### config.mk
export PLATFORM = sky130hd
export DESIGN_NAME = pwr_req_ctrl
export DESIGN_NICKNAME = d
export VERILOG_FILES = /design/src/rtl/pr_pkg.sv /design/src/rtl/pr_sync2.sv /design/src/rtl/pr_tick_gen.sv /design/src/rtl/pr_hold_timer.sv /design/src/rtl/pwr_req_ctrl.sv
export SDC_FILE = /design/constraint.sdc
export NUM_CORES = 1
export LEC_CHECK = 0
export ABC_CLOCK_PERIOD_IN_PS = 5200
export BUFFER_PORTS_ARGS = -buffer_cell sky130_fd_sc_hd__buf_2
export CAP_MARGIN = 10
export CORE_MARGIN = 5
export CORE_UTILIZATION = 61
export CTS_CLUSTER_DIAMETER = 150
export DETAILED_ROUTE_END_ITERATION = 10
export PLACE_DENSITY = 0.78
export SLEW_MARGIN = 20
export SYNTH_ARGS = -nofsm -noshare
export SYNTH_HDL_FRONTEND = slang
export SYNTH_SLANG_ARGS = --single-unit
### constraint.sdc
create_clock -name clk_i -period 5.2 [get_ports clk_i]
set_clock_uncertainty 0.05 [all_clocks]
set_input_delay 0.26 -clock clk_i [delete_from_list [all_inputs] [get_ports clk_i]]
set_output_delay 0.26 -clock clk_i [all_outputs]
set_load 0.02 [all_outputs]
### src/rtl/pr_pkg.sv
package pr_pkg;

  typedef enum logic [1:0] {
    PB_IDLE = 2'd0,
    PB_HOLD = 2'd1,
    PB_WAIT = 2'd2,
    PB_REL  = 2'd3
  } pb_state_e;

  function automatic int unsigned umax(input int unsigned a, input int unsigned b);
    return (a > b) ? a : b;
  endfunction

endpackage

### src/rtl/pr_sync2.sv
module pr_sync2 #(
  parameter int unsigned W = 1
) (
  input  logic         clk_i,
  input  logic         rst_ni,
  input  logic [W-1:0] d_i,
  output logic [W-1:0] q_o
);
  logic [W-1:0] meta_q, sync_q;

  always_ff @(posedge clk_i or negedge rst_ni) begin
    if (!rst_ni) begin
      meta_q <= '0;
      sync_q <= '0;
    end else begin
      meta_q <= d_i;
      sync_q <= meta_q;
    end
  end

  assign q_o = sync_q;
endmodule

### src/rtl/pr_tick_gen.sv
module pr_tick_gen #(
  parameter int unsigned DIV = 250
) (
  input  logic clk_i,
  input  logic rst_ni,
  output logic tick_o
);
  generate
    if (DIV <= 1) begin : g_every
      assign tick_o = 1'b1;
    end else begin : g_div
      localparam int unsigned PW = $clog2(DIV);
      logic [PW-1:0] pre_q;
      always_ff @(posedge clk_i or negedge rst_ni) begin
        if (!rst_ni)                   pre_q <= '0;
        else if (pre_q == PW'(DIV-1))  pre_q <= '0;
        else                           pre_q <= pre_q + 1'b1;
      end
      assign tick_o = (pre_q == PW'(DIV-1));
    end
  endgenerate
endmodule

### src/rtl/pr_hold_timer.sv
module pr_hold_timer #(
  parameter int unsigned CW = 8
) (
  input  logic          clk_i,
  input  logic          rst_ni,
  input  logic          tick_i,
  input  logic          run_i,
  input  logic [CW-1:0] limit_i,
  output logic          expire_o
);
  logic [CW-1:0] cnt_q;
  logic          at_end;

  assign at_end   = (cnt_q >= (limit_i - 1'b1));
  assign expire_o = run_i & tick_i & at_end;

  always_ff @(posedge clk_i or negedge rst_ni) begin
    if (!rst_ni)       cnt_q <= '0;
    else if (!run_i)   cnt_q <= '0;
    else if (tick_i)   cnt_q <= at_end ? '0 : cnt_q + 1'b1;
  end


  cnt_clear_chk: assert property (@(posedge clk_i) disable iff (!rst_ni)
    !run_i |=> (cnt_q == '0));

endmodule

### src/rtl/pwr_req_ctrl.sv
module pwr_req_ctrl
  import pr_pkg::*;
#(
  parameter int unsigned TICK_DIV     = 250,
  parameter int unsigned PB_ON_SLOW   = 120000,
  parameter int unsigned PB_ON_FAST   = 40000,
  parameter int unsigned PB_OFF_HOLD  = 1600000,
  parameter int unsigned PB_REL_DEGL  = 40000,
  parameter int unsigned PB_INT_DEGL  = 20000,
  parameter int unsigned EN_RISE_SLOW = 10000,
  parameter int unsigned EN_RISE_FAST = 24,
  parameter int unsigned EN_FALL      = 14,
  parameter int unsigned EN_FALL_SW   = 5
) (
  input  logic clk_i,
  input  logic rst_ni,
  input  logic btn_pin_i,
  input  logic pb_mode_i,
  input  logic fast_i,
  input  logic sw_shdn_i,
  input  logic power_on_i,
  output logic on_req_o,
  output logic off_req_o,
  output logic btn_level_o
);
  localparam int unsigned MAX_A = umax(umax(PB_ON_SLOW, PB_ON_FAST), umax(PB_OFF_HOLD, PB_REL_DEGL));
  localparam int unsigned MAX_B = umax(umax(EN_RISE_SLOW, EN_RISE_FAST), umax(EN_FALL, EN_FALL_SW));
  localparam int unsigned MAX_T = umax(umax(MAX_A, MAX_B), PB_INT_DEGL);
  localparam int unsigned CW    = $clog2(MAX_T + 1);

  logic pin_s, tick;
  logic lvl_q, int_exp;
  logic main_run, main_exp;
  logic [CW-1:0] main_lim;
  pb_state_e st_q, st_d;
  logic en_lvl_q, sw_flag_q, pwr_q;
  logic on_d, off_d, on_q, off_q;

  pr_sync2 #(.W(1)) u_sync (
    .clk_i (clk_i), .rst_ni (rst_ni), .d_i (btn_pin_i), .q_o (pin_s)
  );

  pr_tick_gen #(.DIV(TICK_DIV)) u_tick (
    .clk_i (clk_i), .rst_ni (rst_ni), .tick_o (tick)
  );

  // Interrupt-level filter: both edges, same qualification length
  pr_hold_timer #(.CW(CW)) u_int_tmr (
    .clk_i (clk_i), .rst_ni (rst_ni), .tick_i (tick),
    .run_i (pin_s ^ lvl_q), .limit_i (CW'(PB_INT_DEGL)), .expire_o (int_exp)
  );

  always_ff @(posedge clk_i or negedge rst_ni) begin
    if (!rst_ni)      lvl_q <= 1'b1;
    else if (int_exp) lvl_q <= pin_s;
  end

  // Shared qualification timer for ON/OFF decisions
  always_comb begin
    main_run = 1'b0;
    main_lim = CW'(PB_REL_DEGL);
    if (pb_mode_i) begin
      case (st_q)
        PB_HOLD: begin
          main_run = ~pin_s;
          main_lim = power_on_i ? CW'(PB_OFF_HOLD)
                   : (fast_i ? CW'(PB_ON_FAST) : CW'(PB_ON_SLOW));
        end
        PB_REL: begin
          main_run = pin_s;
          main_lim = CW'(PB_REL_DEGL);
        end
        default: main_run = 1'b0;
      endcase
    end else begin
      main_run = pin_s ^ en_lvl_q;
      if (en_lvl_q) main_lim = sw_flag_q ? CW'(EN_FALL_SW) : CW'(EN_FALL);
      else          main_lim = fast_i ? CW'(EN_RISE_FAST) : CW'(EN_RISE_SLOW);
    end
  end

  pr_hold_timer #(.CW(CW)) u_main_tmr (
    .clk_i (clk_i), .rst_ni (rst_ni), .tick_i (tick),
    .run_i (main_run), .limit_i (main_lim), .expire_o (main_exp)
  );

  // Push-button sequence
  always_comb begin
    st_d = st_q;
    case (st_q)
      PB_IDLE: if (!pin_s) st_d = PB_HOLD;
      PB_HOLD: begin
        if (pin_s)         st_d = PB_IDLE;
        else if (main_exp) st_d = power_on_i ? PB_REL : PB_WAIT;
      end
      PB_WAIT: if (pin_s)    st_d = PB_IDLE;
      PB_REL:  if (main_exp) st_d = PB_IDLE;
      default: st_d = PB_IDLE;
    endcase
    if (!pb_mode_i) st_d = PB_IDLE;
  end

  always_comb begin
    if (pb_mode_i) begin
      on_d  = main_exp && (st_q == PB_HOLD) && !power_on_i;
      off_d = main_exp && (st_q == PB_HOLD) &&  power_on_i;
    end else begin
      on_d  = main_exp && !en_lvl_q && !power_on_i;
      off_d = main_exp &&  en_lvl_q &&  power_on_i;
    end
  end

  always_ff @(posedge clk_i or negedge rst_ni) begin
    if (!rst_ni) begin
      st_q      <= PB_IDLE;
      en_lvl_q  <= 1'b0;
      sw_flag_q <= 1'b0;
      pwr_q     <= 1'b0;
      on_q      <= 1'b0;
      off_q     <= 1'b0;
    end else begin
      st_q  <= st_d;
      pwr_q <= power_on_i;
      on_q  <= on_d;
      off_q <= off_d;
      if (!pb_mode_i && main_exp) en_lvl_q <= pin_s;
      if (sw_shdn_i)                               sw_flag_q <= 1'b1;
      else if (power_on_i && !pwr_q)               sw_flag_q <= 1'b0;
      else if (!pb_mode_i && main_exp && en_lvl_q) sw_flag_q <= 1'b0;
    end
  end

  assign on_req_o    = on_q;
  assign off_req_o   = off_q;
  assign btn_level_o = lvl_q;


  on_single_chk: assert property (@(posedge clk_i) disable iff (!rst_ni)
    on_q |=> !on_q);

  off_single_chk: assert property (@(posedge clk_i) disable iff (!rst_ni)
    off_q |=> !off_q);

  req_excl_chk: assert property (@(posedge clk_i) disable iff (!rst_ni)
    !(on_q && off_q));

  on_gate_chk: assert property (@(posedge clk_i) disable iff (!rst_ni)
    on_q |-> !$past(power_on_i));

  off_gate_chk: assert property (@(posedge clk_i) disable iff (!rst_ni)
    off_q |-> $past(power_on_i));

  rel_hold_chk: assert property (@(posedge clk_i) disable iff (!rst_ni)
    (st_q == PB_REL) |=> (st_q == PB_REL || st_q == PB_IDLE));

endmodule

==> flow_summary.json <==
{
  "area_growth_pct": 7.76,
  "p_seq_frac": 0.497,
  "nNetsFinal": 462,
  "path_cells": "nor3_1 -> o21ai_0 -> ha_1 -> nand2_1 -> o21ai_0 -> a311o_1 -> a31oi_1 -> nand3_1 -> o21ai_0",
  "grt_pass1_wl_um": 13900,
  "antenna_found_initial": 0,
  "synthSimpleGateAreaFrac": 0.268,
  "num_io_pins": 10,
  "fillers": 487,
  "dpl.hpwl_um": 5390,
  "die_w_um": 88.5,
  "path_common_cell": "o21ai_0",
  "ys_ff_latch": 60,
  "synthCells": 423,
  "cts_resized": 0,
  "cts.htree.levels": 3,
  "ctsHoldBuffers": 1,
  "power_density_nw_per_um2": 234,
  "grt_max_degree": 61,
  "final_area_um2": 4050,
  "diodes": 0,
  "synth_fa_ha_area_frac": 0.0799,
  "rsz0062_at_grt": "false",
  "drt_pre_antenna_iters": 5,
  "postPlaceCellArea_um2": 3840,
  "arrival_ns": 3.65,
  "ys_top_cells_by_area": "dfrtp_1, ha_1, nand2_1",
  "p_leak_uw": 0.00177,
  "portBuffers": 9,
  "status": "completed",
  "p_int_uw": 729,
  "synth_edf_count": 0,
  "wl_um": 7830,
  "vias_per_cell": 5.98,
  "hold_violations": 0,
  "yosysWarningCount": 0,
  "clockRootBuffer": "clkbuf_8",
  "ant_nets": 0,
  "coreArea_um2": 5960,
  "min_period_ns": 3.47,
  "cpMaxStageDelayCell": "nor3_1",
  "synth_area_um2": 3760,
  "hp-class": "input port to async pin",
  "crit_buf_inv": 0,
  "tightest_slew_ns": 0.970,
  "synth_area_per_cell_um2": 8.89,
  "drt_iter0_drc": 198,
  "cp-end-kind": "flip-flop",
  "drv_slew": 0,
  "pwr-share-clk": 0.452,
  "place.gp.congestion": 0.846,
  "synth_top_family_by_area": "simple AND/OR/NAND/NOR gates",
  "ys_seq_area_frac": 0.400,
  "cts_buffer_depth": 2,
  "drc_errors": 0,
  "fin_crit_sh": 0.668,
  "grt_use_total": 0.226,
  "p_sw_uw": 219,
  "cts_setup_buffers": 0,
  "clock-sinks": 60,
  "cp.required_ns": 5.38,
  "numCtsBuffers": 9,
  "fin_tns_setup_ns": 0,
  "crit_family": "simple AND/OR/NAND/NOR gates",
  "synth_cell_type_count": 57,
  "synthMuxAreaShare": 0.0110,
  "synth.most_common_cell": "nand2_1",
  "synth_compound_area_frac": 0.144,
  "drive_gt1_frac": 0.110,
  "die-height_um": 88.5,
  "row_count": 28,
  "ir_drop_uv": 180,
  "crit_fanout": 15,
  "critical_path_class": "flip-flop to flip-flop",
  "drv_cap": 0,
  "multiInputGateArea_um2": 2110,
  "clk_pin_slew_ns": 0.07,
  "power.total_uw": 947,
  "synth_top_cell_by_area": "dfrtp_1",
  "relSlewSlack": 0.350,
  "synthXorXnorAreaFrac": 0.0559,
  "start_util": 0.631,
  "avgRoutedWirePerCell_um": 15.3,
  "async_flop_share": 1.00,
  "clock_latency_ns": 0.33,
  "ys.flop_type": "dfrtp_1",
  "combPwrFrac": 0.051,
  "vias": 3056,
  "die-area_um2": 7830,
  "grt_pass1_vias": 3030,
  "grt-ovfl-total": 0,
  "max_freq_mhz": 288,
  "cts_tree": "yes",
  "regArea_um2": 1500,
  "cp-start-kind": "flip-flop",
  "setup_viol": 0,
  "synth_top_area_frac": 0.393,
  "netSwitchingFraction": 0.231,
  "max_stage_delay_ns": 0.69,
  "synth_common_cells": "nand2_1, dfrtp_1, nor2_1, nand3_1, ha_1"
}
==> sequential cells by signal, summed over array words and instances, names as in the netlist <==
name and cells:
off_req_o 1, u_sync.meta_q 1, sw_flag_q 1, u_main_tmr.cnt_q 21, u_sync.q_o 1, u_tick.g_div.pre_q 8
st_q 2, u_int_tmr.cnt_q 21, en_lvl_q 1, btn_level_o 1, on_req_o 1, pwr_q 1
==> kinds of logic after synthesis <==
group | Yosys count
AOI/OAI and AO/OA | 77
xor gates and xnor gates | 24
adders and majority gates | 24
buffers and inverters | 32
DFF | 60
muxes | 4
other | 1
and+or+nand+nor | 201
==> per-layer routing <==
metal  global-route usage  vias up  share of wire
met3               0.0521       10          0.036
met5                    0        -              0
met4               0.0659        0          0.013
li1                     -     1526              -
met1                0.306     1471           0.47
met2                0.366       49           0.48
==> area by class of cell <==
type	instances	area share
Clock buffer	12	0.0383
Clock inverter	4	0.0117
Inverter	14	0.0130
Multi-Input combinational cell	332	0.522
Sequential cell	60	0.371
Tap cell	75	0.0232
Timing Repair Buffer	14	0.0210
==> power groups by stage <==
stage | Combinational [µW] | Clock, µW | Sequential, µW
2_1_floorplan | 32.0 | 0 | 479
6_report | 47.9 | 428 | 471
3_5_place_dp | 47.3 | 0 | 480
3_3_place_gp | 46.6 | 0 | 480
4_1_cts | 48.2 | 437 | 471
5_1_grt | 55.1 | 461 | 471
==> per-stage QoR <==
| step | hold WS (ns) | worst slack (ns) | utilization | cells |
|---|---|---|---|---|
| global route | 0.0779 | 1.36 | 0.680 | 511 |
| detailed placement | 0.298 | 1.66 | 0.644 | 494 |
| CTS | 0.0495 | 1.79 | 0.680 | 511 |
| global placement | 0.285 | 1.79 | 0.644 | 494 |
| finish | 0.0292 | 1.73 | 0.680 | 511 |
| floorplan | -0.0856 | 2.23 | - | 424 |
==> worst paths after layout <==
check                           cells after the start              endpoint           from  slack (ns)
worst min register to register                      0            u_sync.q_o  u_sync.meta_q        0.31
max in group asynchronous                           2  u_main_tmr.cnt_q[13]         rst_ni        4.58
worst max-delay path                                9   u_main_tmr.cnt_q[0]        st_q[1]        1.73
min in group clk_i                                  2             sw_flag_q      sw_shdn_i        0.08
worst min-delay path                                2  u_main_tmr.cnt_q[20]         rst_ni        0.03
worst max register to register                      9   u_main_tmr.cnt_q[0]        st_q[1]        1.73
==> worst reg2reg max path, stage by stage (launching register included) <==
cell     delay [ns]
dfrtp_1        0.48
nor3_1         0.70
o21ai_0        0.23
ha_1           0.35
nand2_1        0.07
o21ai_0        0.11
a311o_1        0.33
a31oi_1        0.17
nand3_1        0.50
o21ai_0        0.39
==> layout by cell type (no fill, tap or decap), drive strengths merged, types with 3 or more instances in the layout <==
cell	instances
or4	3
o21ai	18
xnor2	12
a21oi	15
o2111ai	5
nand3	28
ha	24
inv	14
dfrtp	59
o22ai	3
nor3	8
buf	13
o211ai	11
a31oi	3
clkbuf	12
mux2i	3
nor2b	6
xor2	12
nor2	47
nand2	60
nand4	17
nor4	4
nand2b	4
and3	10
and2	10
Power figures use the tool's default switching activity.
